<file path="src/rtl/hzd_pkg.sv">
package hzd_pkg;
  typedef enum logic {
    PC_SEQ    = 1'b0,
    PC_BRANCH = 1'b1
  } pc_sel_e;

  typedef struct packed {
    logic    pc_we;
    logic    ifid_we;
    logic    bubble;
    logic    flush;
    pc_sel_e sel;
  } hzd_ctl_t;
endpackage

</file>
<file path="src/rtl/load_use_detect.sv">
module load_use_detect #(
  parameter int REG_AW = 5
) (
  input  logic              clk,
  input  logic              rst_n,
  input  logic              ld_in_ex,
  input  logic [REG_AW-1:0] ld_dst,
  input  logic [REG_AW-1:0] src_a,
  input  logic [REG_AW-1:0] src_b,
  output logic              hit
);
  localparam logic [REG_AW-1:0] ZERO_REG = '0;

  logic dst_live;
  logic match_a;
  logic match_b;

  always_comb begin
    dst_live = (ld_dst != ZERO_REG);
    match_a  = (ld_dst == src_a);
    match_b  = (ld_dst == src_b);
    hit      = ld_in_ex & dst_live & (match_a | match_b);
  end

  // a load targeting the zero register never reports a hazard
  a_r3_zero_dst_quiet: assert property (@(posedge clk) disable iff (!rst_n)
    (ld_dst == ZERO_REG) |-> !hit);

  // without a load in execute no hazard is reported
  a_r2_no_load_no_hit: assert property (@(posedge clk) disable iff (!rst_n)
    !ld_in_ex |-> !hit);
endmodule

</file>
<file path="src/rtl/branch_resolve.sv">
module branch_resolve #(
  parameter int DATA_W = 32,
  parameter int PC_W   = 32,
  parameter int OFFS_W = 16
) (
  input  logic              is_branch,
  input  logic [DATA_W-1:0] opnd_a,
  input  logic [DATA_W-1:0] opnd_b,
  input  logic [PC_W-1:0]   pc_incr,
  input  logic [OFFS_W-1:0] offset,
  output logic              taken,
  output logic [PC_W-1:0]   target
);
  localparam int EXT_W = PC_W - OFFS_W - 2;

  logic [PC_W-1:0] byte_disp;

  generate
    if (EXT_W > 0) begin : g_ext
      assign byte_disp = {{EXT_W{offset[OFFS_W-1]}}, offset, 2'b00};
    end else begin : g_trunc
      logic [OFFS_W+1:0] wide_disp;
      assign wide_disp = {offset, 2'b00};
      assign byte_disp = wide_disp[PC_W-1:0];
    end
  endgenerate

  always_comb begin
    taken  = is_branch & (opnd_a == opnd_b);
    target = pc_incr + byte_disp;
  end
endmodule

</file>
<file path="src/rtl/hazard_arbiter.sv">
module hazard_arbiter
  import hzd_pkg::*;
(
  input  logic     clk,
  input  logic     rst_n,
  input  logic     lu_hit,
  input  logic     br_taken,
  output hzd_ctl_t ctl
);
  logic hold;

  always_comb begin
    hold        = lu_hit & ~br_taken;
    ctl.pc_we   = ~hold;
    ctl.ifid_we = ~hold;
    ctl.bubble  = hold;
    ctl.flush   = br_taken;
    ctl.sel     = br_taken ? PC_BRANCH : PC_SEQ;
  end

  // a stall freezes PC and the fetch/decode register and injects a bubble
  a_r1_stall_freezes: assert property (@(posedge clk) disable iff (!rst_n)
    (lu_hit && !br_taken) |-> (!ctl.pc_we && !ctl.ifid_we && ctl.bubble));

  // a taken branch flushes fetch and redirects the PC
  a_r4_taken_redirects: assert property (@(posedge clk) disable iff (!rst_n)
    br_taken |-> (ctl.flush && ctl.sel == PC_BRANCH));

  // flush wins over stall
  a_r7_flush_priority: assert property (@(posedge clk) disable iff (!rst_n)
    ctl.flush |-> (ctl.pc_we && ctl.ifid_we && !ctl.bubble));

  // the two write enables always move together
  a_r9_enables_paired: assert property (@(posedge clk) disable iff (!rst_n)
    ctl.pc_we == ctl.ifid_we);
endmodule

</file>
<file path="src/rtl/pipe_hazard_ctrl.sv">
module pipe_hazard_ctrl
  import hzd_pkg::*;
#(
  parameter int REG_AW = 5,
  parameter int DATA_W = 32,
  parameter int PC_W   = 32,
  parameter int OFFS_W = 16
) (
  input  logic              clk,
  input  logic              rst_n,
  input  logic              ex_mem_read,
  input  logic [REG_AW-1:0] ex_rt,
  input  logic [REG_AW-1:0] id_rs,
  input  logic [REG_AW-1:0] id_rt,
  input  logic              id_branch,
  input  logic [DATA_W-1:0] id_rdata_a,
  input  logic [DATA_W-1:0] id_rdata_b,
  input  logic [PC_W-1:0]   id_pc_incr,
  input  logic [OFFS_W-1:0] id_offset,
  output logic              pc_write,
  output logic              ifid_write,
  output logic              bubble_sel,
  output logic              fetch_flush,
  output logic              pc_src,
  output logic [PC_W-1:0]   branch_target
);
  logic     lu_hit;
  logic     br_taken;
  hzd_ctl_t ctl;

  load_use_detect #(.REG_AW(REG_AW)) i_detect (
    .clk      (clk),
    .rst_n    (rst_n),
    .ld_in_ex (ex_mem_read),
    .ld_dst   (ex_rt),
    .src_a    (id_rs),
    .src_b    (id_rt),
    .hit      (lu_hit)
  );

  branch_resolve #(.DATA_W(DATA_W), .PC_W(PC_W), .OFFS_W(OFFS_W)) i_branch (
    .is_branch (id_branch),
    .opnd_a    (id_rdata_a),
    .opnd_b    (id_rdata_b),
    .pc_incr   (id_pc_incr),
    .offset    (id_offset),
    .taken     (br_taken),
    .target    (branch_target)
  );

  hazard_arbiter i_arb (
    .clk      (clk),
    .rst_n    (rst_n),
    .lu_hit   (lu_hit),
    .br_taken (br_taken),
    .ctl      (ctl)
  );

  assign pc_write    = ctl.pc_we;
  assign ifid_write  = ctl.ifid_we;
  assign bubble_sel  = ctl.bubble;
  assign fetch_flush = ctl.flush;
  assign pc_src      = (ctl.sel == PC_BRANCH);

  // without a branch in decode the PC stays sequential
  a_r5_no_branch_seq: assert property (@(posedge clk) disable iff (!rst_n)
    !id_branch |-> (!fetch_flush && !pc_src));

  // the target is stable while its operands are stable
  a_r6_target_stable: assert property (@(posedge clk) disable iff (!rst_n)
    ($stable(id_pc_incr) && $stable(id_offset)) |-> $stable(branch_target));
endmodule

</file>
<file path="config.mk">
export PLATFORM = sky130hd
export DESIGN_NAME = pipe_hazard_ctrl
export DESIGN_NICKNAME = d
export VERILOG_FILES = /design/src/rtl/hzd_pkg.sv /design/src/rtl/load_use_detect.sv /design/src/rtl/branch_resolve.sv /design/src/rtl/hazard_arbiter.sv /design/src/rtl/pipe_hazard_ctrl.sv
export SDC_FILE = /design/constraint.sdc
export NUM_CORES = 1
export LEC_CHECK = 0
export ABC_AREA = 1
export BUFFER_PORTS_ARGS = -buffer_cell sky130_fd_sc_hd__buf_2
export CAP_MARGIN = 20
export CORE_MARGIN = 5
export CORE_UTILIZATION = 50
export DETAILED_ROUTE_END_ITERATION = 6
export PLACE_DENSITY = 0.9
export REMOVE_ABC_BUFFERS = 1
export SYNTH_ARGS = -nofsm -noshare
export SYNTH_HDL_FRONTEND = slang
export SYNTH_SLANG_ARGS = --single-unit
</file>
<file path="constraint.sdc">
create_clock -name vclk -period 5.4
set_input_delay 0.81 -clock vclk [all_inputs]
set_output_delay 0.81 -clock vclk [all_outputs]
set_load 0.05 [all_outputs]
</file>
-- Word level (Yosys, flattened, before mapping)
Index checks and enable logic that the tools add are counted.
- add/subtract/negate cells: 1
- bitwise gates (word level): 7
- equality and inequality tests: 3
- reductions and logical operators: 1
- multiplexer cells: 1
- operators by type and width (cell ; count):
    $add A32 B32 Y32 ; 1
    $eq A32 B32 Y1 ; 1
    $eq A5 B5 Y1 ; 2
    $reduce_bool A5 Y1 ; 1
    $and A1 B1 Y1 ; 4
    $not A1 Y1 ; 2
    $mux W1 ; 1
    $or A1 B1 Y1 ; 1
- input bits: 131
- logic and storage cells: 13
- register bits after elaboration: 0
- output and inout port bits: 37

-- Longest topological paths before layout
- depth in word-level cells: 5
- depth in mapped cells: 12
- gate-level depth less buffers: 12

-- Cells and area by module
Synthesis repeated with hierarchy kept, for this count alone.
- cell total of the unflattened synthesis: 588
- area, all modules: 2951.6 um^2
- by module, submodules not included (module ; area each (um^2) ; times used ; cells each ; seq. area each (um^2)):
    branch_resolve ; 2708.8 ; 1 ; 535 ; 0.0
    load_use_detect ; 195.2 ; 1 ; 45 ; 0.0
    hazard_arbiter ; 47.5 ; 1 ; 8 ; 0.0

-- Worst setup path before layout
OpenSTA, ideal clock, no wires.
- kind: input to output
- from: input port id_rdata_a[13]
- to: output port pc_write
- buffers on the path: 1
- data required time: 4590 ps
- stages on the path: 9
- data arrival time: 2775 ps
- setup slack: 1815 ps
- cell sequence: inv_1 -> nand2_1 -> o21ai_0 -> nor2_1 -> nand2_1 -> nor2_1 -> nand3_1 -> o21ai_0 -> buf_4
- word-level cells in the longest chain between the ends: 5
- RTL lines (element ; RTL line ; text):
    start, declared ; pipe_hazard_ctrl.sv:16 ; input logic [DATA_W-1:0] id_rdata_a,
    $eq A32 B32 Y1 ; branch_resolve.sv:29 ; taken = is_branch & (opnd_a == opnd_b);
    $and A1 B1 Y1 ; branch_resolve.sv:29 ;
    $not A1 Y1 ; hazard_arbiter.sv:13 ; hold = lu_hit & ~br_taken;
    $and A1 B1 Y1 ; hazard_arbiter.sv:13 ;
    $not A1 Y1 ; -- ;
    end, declared ; pipe_hazard_ctrl.sv:20 ; output logic pc_write,
Every way passes these cells.

-- Final worst setup path
- from: input port id_pc_incr[2]
- to: output port branch_target[18]
- word-level cells in the longest chain between the ends: 1
- RTL lines (element ; RTL line ; text):
    start, declared ; pipe_hazard_ctrl.sv:18 ; input logic [PC_W-1:0] id_pc_incr,
    $add A32 B32 Y32 ; branch_resolve.sv:30 ; target = pc_incr + byte_disp;
    end, declared ; pipe_hazard_ctrl.sv:25 ; output logic [PC_W-1:0] branch_target
Every way passes these cells.

==> results.json <==
{
  "status": "complete, no violations",
  "dr.first_iter.drc_count": 175,
  "avgViaCountPerCell": 4.83,
  "path_buf_inv": 4,
  "fin_area_mm2": 0.00374,
  "highest_layer": "met4",
  "seq_cells": 0,
  "seqCellArea_um2": 0,
  "wirelength_um": 9270,
  "yosysSeqAreaShare": 0,
  "grt_overflow": 0,
  "arrival_ns": 2.80,
  "n_clock_buffer": 0,
  "crit_fanout": 3,
  "die_area_mm2": 0.00734,
  "endpoint_kind": "output pin",
  "rows": 27,
  "cp.required_ns": 4.59,
  "max_freq_mhz": 277,
  "setup_violations": 0,
  "yosys.area.top_type_share": 0.303,
  "io_pins": 168,
  "initial_utilization": 0.517,
  "core_area_mm2": 0.00554,
  "ant_nets": 0,
  "critPathSlowestCell": "fa_1",
  "synth.top_cells.by_area": "nand2_1 30%, inv_1 17%, ha_1 13%",
  "vias": 3947,
  "finalHoldViolations": 0,
  "path_delay_family": "adder cells",
  "p_leak_uw": 0.00255,
  "fin_nets": 908,
  "syn-cell-area_mm2": 0.00287,
  "maxSlewViolCount": 0,
  "timing.final.crit_share": 0.668,
  "synthToLayoutAreaGrowth_pct": 30.4,
  "drive_above_1_share": 0.246,
  "worstSetupPathType": "input port to output pin",
  "wl_met3_um": 743,
  "n_fill_cell": 541,
  "portBuffers": 162,
  "die_x_um": 85.7,
  "antenna_found_initial": 0,
  "ys_warn_count": 0,
  "postCtsHoldBufs": 0,
  "hold_ws_ns": 1.62,
  "avgSynthCellArea_um2": 4.88,
  "synthTopCellsByCount": "231 x nand2_1, 127 x inv_1, 58 x nor2_1",
  "grt_pass1_vias": 3851,
  "maxCapViolCount": 0,
  "synth_most_common_cell": "nand2_1",
  "met1Wirelength_um": 3510,
  "netlist_instances": 587,
  "synth.largest_area_cell": "nand2_1",
  "grt_pass1_wl_um": 15600,
  "tightestPinTransition_ns": 0.315,
  "slowest_delay_ns": 0.45,
  "dpl_cell_area_mm2": 0.00374,
  "power_uw": 535,
  "cts_resized": 0,
  "crit_chain": "buf_2, ha_1, inv_1, fa_1, inv_1, nand3_1, nand3_1, nand2_1, nand2_1, nand3_1, nand2_1, xor2_1, buf_2",
  "grt_max_degree": 16,
  "critPathLaunchType": "input port",
  "power.density_mw_per_mm2": 143,
  "route.detailed.drc": 0,
  "avgRoutedWirePerCell_um": 11.3,
  "met2_length_um": 4860,
  "dpl.hpwl_um": 8490,
  "tns_ns": 0,
  "grt_use_total": 0.245,
  "first_pass_iters": 5,
  "diodes": 0,
  "hp-class": "input port to output pin",
  "place.gp.congestion": 0.941,
  "finalCriticalPeriod_ns": 3.61,
  "post-cts-setup-buffers": 0,
  "timing.slew.headroom": 0.790,
  "synthDistinctLibCells": 24,
  "ir_drop_mv": 0.122,
  "multi_input_comb_area_mm2": 0.00236,
  "fp.dieH_um": 85.7,
  "rsz0062_at_grt": "false",
  "fin_util": 0.674
}
[cells in the final DEF, fill, tap and decap left out, drive strengths merged]
| cell type | Yosys | layout |
|---|---|---|
| xor2 | 27 | 27 |
| o211ai | 1 | 1 |
| a21oi | 21 | 21 |
| a21o | 1 | 1 |
| nand2 | 238 | 238 |
| xnor2 | 8 | 8 |
| o21ai | 16 | 16 |
| nor3 | 8 | 8 |
| nand4 | 7 | 7 |
| fa | 1 | 1 |
| nand3 | 30 | 30 |
| ha | 29 | 29 |
| o21bai | 3 | 3 |
| inv | 127 | 127 |
| nor2 | 63 | 63 |
| buf | 4 | 162 |
| or2 | 3 | 3 |
[metal layers]
layer,up-vias,track usage
met5,-,0
met4,0,0.0403
met3,14,0.0259
met2,148,0.494
met1,1692,0.275
li1,2093,-
[path summary, 6_finish.rpt]
check / to / cells after the start / slack [ns] / from
max: branch_target[18] / 13 / 1.79 / id_pc_incr[2]
min: branch_target[0] / 0 / 1.62 / id_pc_incr[0]
[where the power goes]
part	leakage [µW]	total [µW]	switching, µW	internal (µW)
combinational	0.00255	535	373	162
sequential	0	0	0	0
clock	0	0	0	0
total	0.00255	535	373	162
[final cells by class]
class                      instances  share of cell area
tap                               72              0.0241
inverter                         127               0.128
timing repair buffer             162               0.217
multi-input combinational        456               0.631
[stage by stage]
step | setup WS (ns) | cells
floorplan | 1.23 | 583
global placement | 1.93 | 817
global route | 1.70 | 817
CTS | 1.85 | 817
finish | 1.79 | 817
detailed placement | 1.85 | 817
[kinds of logic (layout without fill, tap and decap cells)]
kind of cell | count (synthesis) | count (layout) | synth area share
AND/OR/NAND/NOR | 349 | 349 | 0.503
buffers and inverters | 131 | 289 | 0.177
AO/OA/AOI/OAI | 42 | 42 | 0.0790
XOR/XNOR | 35 | 35 | 0.107
adder cells (fa/ha/maj) | 30 | 30 | 0.134
(Power assumes the default switching activity.)
